==> src/rtl/nvseq_pkg.sv <==
// Shared types for the store/recall sequencer.
package nvseq_pkg;
    typedef enum logic [2:0] {
        SQ_IDLE,    // normal SRAM operation
        SQ_RCLR,    // recall: clear SRAM
        SQ_RLOAD,   // recall: load SRAM from shadow copy
        SQ_ACHK,    // automatic store: line pulled, waiting to observe it
        SQ_GRACE,   // line-requested store: accesses may finish
        SQ_STORE,   // copying SRAM to shadow copy
        SQ_HOLD     // post-store inhibit until the line is released
    } seq_state_t;
endpackage

==> src/rtl/nvseq_rise_det.sv <==
// Rising-edge detector for a level input.
// Assumes the input is already synchronous to clk.
module nvseq_rise_det (
    input  logic clk,
    input  logic rst_n,
    input  logic lvl,
    output logic rise
);
    logic lvl_q;

    // Remember last cycle's level.
    always_ff @(posedge clk) begin
        if (!rst_n) lvl_q <= 1'b0;
        else        lvl_q <= lvl;
    end

    assign rise = lvl & ~lvl_q;
endmodule

==> src/rtl/nvseq_low_qual.sv <==
// Qualifies the shared line: reports when it has been low on HOLD_CYCLES
// consecutive enabled cycles. Assumes line_low is synchronous to clk.
module nvseq_low_qual #(
    parameter int HOLD_CYCLES = 4
) (
    input  logic clk,
    input  logic rst_n,
    input  logic en,
    input  logic line_low,
    output logic qualified
);
    localparam int QW = $clog2(HOLD_CYCLES + 1);
    localparam logic [QW-1:0] LAST = QW'(HOLD_CYCLES - 1);

    logic [QW-1:0] run_cnt;

    // Count consecutive low samples, restarting on any break.
    always_ff @(posedge clk) begin
        if (!rst_n || !en || !line_low) run_cnt <= '0;
        else if (run_cnt != LAST)       run_cnt <= run_cnt + 1'b1;
    end

    assign qualified = en & line_low & (run_cnt == LAST);
endmodule

==> src/rtl/nvseq_timer.sv <==
// Down-counter for phase lengths. A load of N makes `expired` true in the
// N-th cycle after the load. Assumes load values are at least 1.
module nvseq_timer #(
    parameter int W = 8
) (
    input  logic         clk,
    input  logic         rst_n,
    input  logic         load,
    input  logic [W-1:0] load_val,
    output logic         expired
);
    logic [W-1:0] cnt;

    // Load or count down to zero.
    always_ff @(posedge clk) begin
        if (!rst_n)          cnt <= '0;
        else if (load)       cnt <= load_val - 1'b1;
        else if (cnt != '0)  cnt <= cnt - 1'b1;
    end

    assign expired = (cnt == '0);
endmodule

==> src/rtl/nvseq_ctrl.sv <==
// Store/recall sequencer for a nonvolatile static memory.
// Arbitrates power events, software requests and the shared store/busy
// line, tracks writes since the last store, and gates SRAM accesses.
// Assumes all inputs are synchronous to clk; pulses last one cycle.
module nvseq_ctrl #(
    parameter int STORE_CYCLES  = 64,
    parameter int RECALL_CYCLES = 16,
    parameter int ASSERT_CYCLES = 4,
    parameter int GRACE_CYCLES  = 8
) (
    input  logic clk,
    input  logic rst_n,
    input  logic pwr_good_rise,
    input  logic pwr_fail,
    input  logic sw_store_req,
    input  logic sw_recall_req,
    input  logic busy_in_low,
    output logic busy_drive_low,
    input  logic acc_req,
    input  logic acc_wr,
    input  logic acc_new,
    output logic acc_grant,
    output logic store_busy,
    output logic recall_clear,
    output logic recall_load
);
    import nvseq_pkg::*;

    localparam int MAX_A = (STORE_CYCLES > RECALL_CYCLES) ? STORE_CYCLES : RECALL_CYCLES;
    localparam int MAX_T = (MAX_A > GRACE_CYCLES) ? MAX_A : GRACE_CYCLES;
    localparam int TW    = $clog2(MAX_T + 1);

    seq_state_t   state, state_n;
    logic         from_line, from_line_n;
    logic         dirty;
    logic         pf_rise, line_qual, tmr_exp, tmr_load;
    logic [TW-1:0] tmr_val;
    logic         cut_grace;

    nvseq_rise_det u_pf_rise (
        .clk(clk), .rst_n(rst_n), .lvl(pwr_fail), .rise(pf_rise)
    );

    nvseq_low_qual #(.HOLD_CYCLES(ASSERT_CYCLES)) u_qual (
        .clk(clk), .rst_n(rst_n),
        .en((state == SQ_IDLE) & ~pwr_fail),
        .line_low(busy_in_low), .qualified(line_qual)
    );

    nvseq_timer #(.W(TW)) u_tmr (
        .clk(clk), .rst_n(rst_n), .load(tmr_load),
        .load_val(tmr_val), .expired(tmr_exp)
    );

    assign cut_grace = acc_req & (acc_new | acc_wr);

    // Next-state selection with request priority.
    always_comb begin
        state_n     = state;
        from_line_n = from_line;
        tmr_load    = 1'b0;
        tmr_val     = '0;
        unique case (state)
            SQ_IDLE: begin
                if (pwr_good_rise) begin
                    state_n = SQ_RCLR;
                end else if (pf_rise) begin
                    if (dirty) state_n = SQ_ACHK;
                end else if (line_qual) begin
                    state_n  = SQ_GRACE;
                    tmr_load = 1'b1;
                    tmr_val  = TW'(GRACE_CYCLES);
                end else if (sw_store_req && !pwr_fail) begin
                    state_n     = SQ_STORE;
                    from_line_n = 1'b0;
                    tmr_load    = 1'b1;
                    tmr_val     = TW'(STORE_CYCLES);
                end else if (sw_recall_req) begin
                    state_n = SQ_RCLR;
                end
            end
            SQ_RCLR: begin
                state_n  = SQ_RLOAD;
                tmr_load = 1'b1;
                tmr_val  = TW'(RECALL_CYCLES);
            end
            SQ_RLOAD: begin
                if (tmr_exp) state_n = SQ_IDLE;
            end
            SQ_ACHK: begin
                if (busy_in_low) begin
                    state_n     = SQ_STORE;
                    from_line_n = 1'b0;
                    tmr_load    = 1'b1;
                    tmr_val     = TW'(STORE_CYCLES);
                end else begin
                    state_n = SQ_IDLE;
                end
            end
            SQ_GRACE: begin
                if (pwr_good_rise) begin
                    state_n = SQ_RCLR;
                end else if (tmr_exp || cut_grace) begin
                    if (dirty) begin
                        state_n     = SQ_STORE;
                        from_line_n = 1'b1;
                        tmr_load    = 1'b1;
                        tmr_val     = TW'(STORE_CYCLES);
                    end else begin
                        state_n = SQ_HOLD;
                    end
                end
            end
            SQ_STORE: begin
                if (tmr_exp) state_n = from_line ? SQ_HOLD : SQ_IDLE;
            end
            SQ_HOLD: begin
                if (pwr_good_rise)     state_n = SQ_RCLR;
                else if (!busy_in_low) state_n = SQ_IDLE;
            end
            default: state_n = SQ_IDLE;
        endcase
    end

    // State and store-origin registers.
    always_ff @(posedge clk) begin
        if (!rst_n) begin
            state     <= SQ_IDLE;
            from_line <= 1'b0;
        end else begin
            state     <= state_n;
            from_line <= from_line_n;
        end
    end

    // Dirty-since-last-store tracking.
    always_ff @(posedge clk) begin
        if (!rst_n)
            dirty <= 1'b0;
        else if (((state == SQ_STORE) || (state == SQ_RLOAD)) && tmr_exp)
            dirty <= 1'b0;
        else if (acc_grant && acc_wr)
            dirty <= 1'b1;
    end

    // Access gating: free in idle, only continuing reads during grace.
    assign acc_grant = acc_req &
                       ((state == SQ_IDLE) ||
                        ((state == SQ_GRACE) && !acc_new && !acc_wr));

    assign busy_drive_low = (state == SQ_STORE) || (state == SQ_ACHK);
    assign store_busy     = (state == SQ_STORE);
    assign recall_clear   = (state == SQ_RCLR);
    assign recall_load    = (state == SQ_RLOAD);
endmodule

==> config.mk <==
export PLATFORM = sky130hd
export DESIGN_NAME = nvseq_ctrl
export DESIGN_NICKNAME = d
export VERILOG_FILES = /design/src/rtl/nvseq_pkg.sv /design/src/rtl/nvseq_rise_det.sv /design/src/rtl/nvseq_low_qual.sv /design/src/rtl/nvseq_timer.sv /design/src/rtl/nvseq_ctrl.sv
export SDC_FILE = /design/constraint.sdc
export NUM_CORES = 1
export LEC_CHECK = 0
export CAP_MARGIN = 20
export CELL_PAD_IN_SITES_DETAIL_PLACEMENT = 2
export CELL_PAD_IN_SITES_GLOBAL_PLACEMENT = 2
export CORE_UTILIZATION = 33
export DETAILED_ROUTE_END_ITERATION = 10
export GPL_TIMING_DRIVEN = 1
export PLACE_DENSITY = 0.88
export SLEW_MARGIN = 20
export SYNTH_ARGS = -nofsm -noshare
export SYNTH_HDL_FRONTEND = slang
export SYNTH_SLANG_ARGS = --single-unit
==> constraint.sdc <==
create_clock -name clk -period 3.8 [get_ports clk]
set_clock_uncertainty 0.2 [all_clocks]
set_input_delay 0.38 -clock clk [delete_from_list [all_inputs] [get_ports clk]]
set_output_delay 0.38 -clock clk [all_outputs]
set_load 0.05 [all_outputs]
# --- After elaboration in Yosys (flattened, before gate mapping) ---
# Cells that the tools add are included.
totals:
  output_inout_bits: 5
  input_bits: 10
  reg_bits: 16
  elab_cells: 111
op_classes:
  bitwise_logic: 10
  n_eq_ne: 22
  addsub: 3
  reduce_logical: 25
  n_mux: 45
ops:
  columns: ["op", "count"]
  rows:
  - ["$mux W7", 10]
  - ["$mux W3", 14]
  - ["$pmux W7 S4", 1]
  - ["$pmux W3 S7", 1]
  - ["$mux W1", 16]
  - ["$ne A2 B2 Y1 const B", 7]
  - ["$sub A7 B1 Y7 const B", 2]
  - ["$eq A3 B2 Y1 const B", 3]
  - ["$eq A3 B3 Y1 const B", 3]
  - ["$reduce_and A9 Y1", 1]
  - ["$logic_not A7 Y1", 1]
  - ["$reduce_bool A7 Y1", 1]
  - ["$and A1 B1 Y1", 6]
  - ["$logic_not A1 Y1", 6]
  - ["$logic_or A1 B1 Y1", 6]
  - ["$ne A2 B1 Y1 const B", 3]
  - ["$ne A3 B3 Y1 const B", 2]
  - ["$ne A6 B5 Y1 const B", 1]
  - ["$reduce_and A6 Y1", 1]
  - ["$logic_and A1 B1 Y1", 5]
  - ["$ne A4 B4 Y1 const B", 1]
  - ["$pmux W1 S4", 1]
  - ["$add A3 B1 Y3 const B", 1]
  - ["$eq A3 B1 Y1 const B", 1]
  - ["9 further kinds", 11]

# --- Logic depth before layout (Yosys ltp) ---
depth:
  word_depth: 10
  depth_mapped: 13
  mapped_depth_nobuf: 12

# --- Modules after synthesis ---
# A second synthesis with hierarchy kept.
hier_totals:
  cells_unflattened: 141
  area_unflattened_um2: 1177.4
by_module_without_submodules:
  columns: ["module", "seq_area_each_um2", "cells_each", "n_inst", "area_per_inst_um2"]
  rows:
  - ["nvseq_ctrl", 100.1, 79, 1, 566.8]
  - ["nvseq_timer", 140.1, 45, 1, 429.2]
  - ["nvseq_low_qual", 60.1, 14, 1, 141.4]
  - ["nvseq_rise_det", 20.0, 3, 1, 40.0]

# --- Worst setup path after synthesis ---
# Ideal clock, no wire load.
synth_timing:
  kind: "reg2reg"
  start: "reg u_qual.run_cnt[0]"
  end: "reg u_tmr.cnt[4]"
  setup_time_ns: 0.074
  arrival_time_ns: 2.343
  slack_ns: 1.183
  stages_incl_launch_ff: 14
  period_less_slack_ns: 2.617
  t_required_ns: 3.526
  n_path_buf: 1
  cell_sequence: "dfxtp_1 -> ha_1 -> ha_1 -> clkbuf_1 -> a21oi_1 -> o31ai_4 -> a31o_4 -> nor2_1 -> nand2_1 -> ha_1 -> o21ai_1 -> o31ai_1 -> or2_1 -> a31oi_1"
synth_between:
  elab_chain_len: 8
  word_cells_on_any_way: 13
synth_rtl:
  columns: ["item", "line", "source"]
  rows:
  - ["start, declared", "nvseq_low_qual.sv:15", "logic [QW-1:0] run_cnt;"]
  - ["start signal, assigned", "nvseq_low_qual.sv:20", "else if (run_cnt != LAST) run_cnt <= run_cnt + 1'b1;"]
  - ["$eq A3 B2 Y1 (*)", "nvseq_low_qual.sv:23", "assign qualified = en & line_low & (run_cnt == LAST);"]
  - ["$and A1 B1 Y1 (*)", "nvseq_low_qual.sv:23", null]
  - ["$mux W7", "nvseq_ctrl.sv:69", "end else if (line_qual) begin"]
  - ["$mux W7", "nvseq_ctrl.sv:67", "end else if (pf_rise) begin"]
  - ["$mux W7", "nvseq_ctrl.sv:65", "if (pwr_good_rise) begin"]
  - ["$pmux W7 S4", "nvseq_ctrl.sv:63", "unique case (state)"]
  - ["$sub A7 B1 Y7", "nvseq_timer.sv:17", "else if (load) cnt <= load_val - 1'b1;"]
  - ["$mux W7", "nvseq_timer.sv:17", null]
  - ["end signal, assigned", "nvseq_timer.sv:17", null]
  - ["end signal, assigned", "nvseq_timer.sv:18", "else if (cnt != '0) cnt <= cnt - 1'b1;"]
  - ["end, declared", "nvseq_timer.sv:12", "logic [W-1:0] cnt;"]
# Every way passes the cells marked *; elsewhere a longest branch is shown, timed or not.
# A chain may end at the register's enable or synchronous reset.

# --- Worst setup path after layout ---
layout_timing:
  start: "reg state[0]"
  end: "out recall_clear"
layout_between:
  elab_chain_len: 1
layout_rtl:
  columns: ["item", "line", "source"]
  rows:
  - ["start, declared", "nvseq_ctrl.sv:33", "seq_state_t state, state_n;"]
  - ["start signal, assigned", "nvseq_ctrl.sv:131", "state <= state_n;"]
  - ["$eq A3 B1 Y1", "nvseq_ctrl.sv:153", "assign recall_clear = (state == SQ_RCLR);"]
  - ["end, declared", "nvseq_ctrl.sv:24", "output logic recall_clear,"]
# Every way passes these cells.

==> impl_metrics.tcl <==
set metrics [dict create \
    dpl.hpwl_um 2580 \
    max_freq_mhz 329 \
    core_um2 3100 \
    die_area_um2 3570 \
    reg2reg_slack_ns 0.86 \
    antenna_left 0 \
    io_buffers 14 \
    worst_pin_slew_ns 0.649 \
    root_buffer "clkbuf_4" \
    synthesis.nets 157 \
    synth-seq-cells 16 \
    p_total_mw 0.868 \
    synth-simple-area-share_pct 32.5 \
    grt.overflow.total 0 \
    nets 166 \
    h-tree-depth 1 \
    synth_flop_cell "dfxtp_1" \
    cts_tree "built" \
    synth_edf_count 0 \
    synth-async-reset-ratio_pct 0 \
    hp-start "u_qual.run_cnt[1]$_SDFFE_PP0P_" \
    drive_above_1_share_pct 7.28 \
    drv_slew 0 \
    min-delay-path-class "flip-flop to flip-flop" \
    seq_area_frac_synth_pct 29.1 \
    cts_setup_buffers 0 \
    avgSynthCellArea_um2 7.65 \
    fin_tns_setup_ns 0 \
    synth-xor-area-share_pct 1.59 \
    ir_drop_mv 0.317 \
    via_count 1099 \
    finalHoldViolCount 0 \
    path_class "flip-flop to primary output" \
    io-pin-count 15 \
    drt-initial-drc-count 18 \
    n_fill_cell 367 \
    synthMuxAreaShare_pct 2.84 \
    holdWs_ns 0.324 \
    relSlewSlack_pct 56.6 \
    std_cell_rows 20 \
    slowest_delay_ns 0.84 \
    min_to "u_qual.run_cnt[1]$_SDFFE_PP0P_" \
    worst_r2r_path_depth 10 \
    grt_pass1_wl_um 5410 \
    postLayoutCoreUtil_pct 41.1 \
    start_util_pct 35.5 \
    grt_usage_pct 20.5 \
    grt_max_degree 19 \
    cts_buffer_depth 2 \
    place_ws_ns 0.506 \
    worstPathArrival_ns 2.46 \
    synth_fa_ha_area_share_pct 3.41 \
    wire_per_inst_um 16.7 \
    cp_cell_sequence "or3b_2 > clkinv_1 > clkdlybuf4s50_1" \
    cts_buffers 3 \
    worst_slack_ns 0.757 \
    cts_resized 0 \
    drc 0 \
    required_ns 3.22 \
    postCtsHoldBufs 0 \
    area_delta_synth_final_pct 15.9 \
    cp_max_fo 14 \
    cp_slowest_cell "clkdlybuf4s50_1" \
    dp.cells 192 \
    power.leakage_nw 0.467 \
    yosysTopAreaCellShare_pct 29.1 \
    end_kind "primary output" \
    synth_area_um2 1100 \
    diodes 0 \
    synth.area.top_cells "dfxtp_1, nor2_1, nand2_1, o21ai_0, ha_1" \
    grt_pass1_vias 1133 \
    rsz0062_at_grt "false" \
    layout.cells.non_filler 195 \
    synth_top_family_by_area "simple AND/OR/NAND/NOR gates" \
    status "completed" \
    placed_cell_area_um2 1250 \
    r2r-start "state[0]$_SDFFE_PN0P_" \
    globalplace.congestion 0.799 \
    setup-violations-final 0 \
    rr_endpoint "u_tmr.cnt[6]$_SDFFE_PN0P_" \
    startpoint_type "flip-flop" \
    drv_cap 0 \
    yosysWarnings 0 \
    cts_num_sinks 16 \
    fin_area_um2 1280 \
    post-route-period-util_pct 80.1 \
    holdPathStages 2 \
    clkLatencyLatePin_ns 0.29 \
    finalWirelength_um 3260 \
    die_y_um 59.8 \
    cp.buffers_inverters 2 \
    dr.pass1.iters 4 \
    final.min_clock_period_ns 3.04 \
    yosysUniqueCellTypes 47 \
    synth-compound-area-share_pct 25.3 \
    cp-startpoint "state[0]$_SDFFE_PN0P_" \
    netlist_instances 144 \
    path_clk_slew_ns 0.10 \
    vias_per_cell 5.64 \
    antenna_found_initial 0 \
    synth_area_leader_cell "dfxtp_1" \
    powerDensity_nw_per_um2 680 \
    crit_family "buffers and inverters" \
    fp.dieW_um 59.8 \
]
sequential cells by signal, indices dropped and copies added, names as in the netlist:
signal,flops
from_line,1
u_qual.run_cnt,3
u_pf_rise.lvl_q,1
dirty,1
state,3
u_tmr.cnt,7
how the worst max path moves through the flow:
stage               slack (ns)  cells past startpoint                         to
floorplan                 1.18                     13  u_tmr.cnt[4]$_SDFFE_PN0P_
global placement          0.61                     11  u_tmr.cnt[6]$_SDFFE_PN0P_
detailed placement        0.51                     11  u_tmr.cnt[6]$_SDFFE_PN0P_
CTS                       0.75                      3               recall_clear
global route              0.62                     11  u_tmr.cnt[6]$_SDFFE_PN0P_
finish                    0.76                      3               recall_clear
metal layers:
metal	share of wire (%)	vias to the layer above	routed length, um	track usage (%)
met5	0	-	0	0
met3	3.3	4	106	4.76
met4	0.83	0	27	5.32
met2	50	18	1620	35.4
li1	-	538	-	-
met1	46	539	1510	25.5
worst min-delay path, stage by stage (launching register included):
cell and delay [ns]:
dfxtp_1 0.34, mux2i_1 0.07, nor2_1 0.08
cells in the final DEF (no fill, tap or decap), types with 3 or more instances in the layout:
master	instances
a21oi_1	6
clkbuf_4	3
clkdlybuf4s50_1	14
dfxtp_1	16
ha_1	3
inv_1	3
nand2_1	11
nand2b_1	4
nor2_1	23
nor3_1	6
nor4_1	4
o21ai_0	8
o311ai_0	3
Yosys cell counts (2+ instances only):
| library cell | n |
|---|---|
| or4_1 | 2 |
| and3b_1 | 2 |
| inv_1 | 3 |
| o21a_1 | 2 |
| dfxtp_1 | 16 |
| or3b_2 | 2 |
| o21ai_1 | 2 |
| mux2i_1 | 2 |
| buf_2 | 4 |
| ha_1 | 3 |
| nand3b_1 | 2 |
| nor2b_1 | 2 |
| nand4_1 | 2 |
| nor3_1 | 6 |
| and3_1 | 2 |
| nor4_1 | 4 |
| a21oi_1 | 6 |
| nand3_1 | 2 |
| o21ai_0 | 8 |
| nor2_1 | 23 |
| o311ai_0 | 3 |
| nand2b_1 | 4 |
| nand2_1 | 11 |
| o2111ai_1 | 2 |
| xor2_1 | 2 |
| clkbuf_1 | 6 |
final cells by class:
type / instances / area (um^2) / area share, %
Clock buffer: 3 / 22.5 / 1.76
Multi-Input combinational cell: 114 / 723 / 56.7
Inverter: 4 / 15.0 / 1.18
Sequential cell: 16 / 320 / 25.1
Timing Repair Buffer: 14 / 140 / 11.0
Tap cell: 44 / 55.1 / 4.31
cell families after synthesis:
| family | after synthesis |
|---|---|
| AOI/OAI and AO/OA | 37 |
| xor gates and xnor gates | 2 |
| adders and majority gates | 3 |
| buffers and inverters | 14 |
| DFF | 16 |
| muxes | 3 |
| and+or+nand+nor | 69 |
power breakdown:
part / total, mW / switching [mW] / internal (mW)
clock network: 0.0935 / 0.0566 / 0.0369
registers: 0.281 / 0.0696 / 0.212
logic: 0.493 / 0.298 / 0.195
total: 0.868 / 0.425 / 0.443
Note: power is estimated with default switching activity, not from simulation.
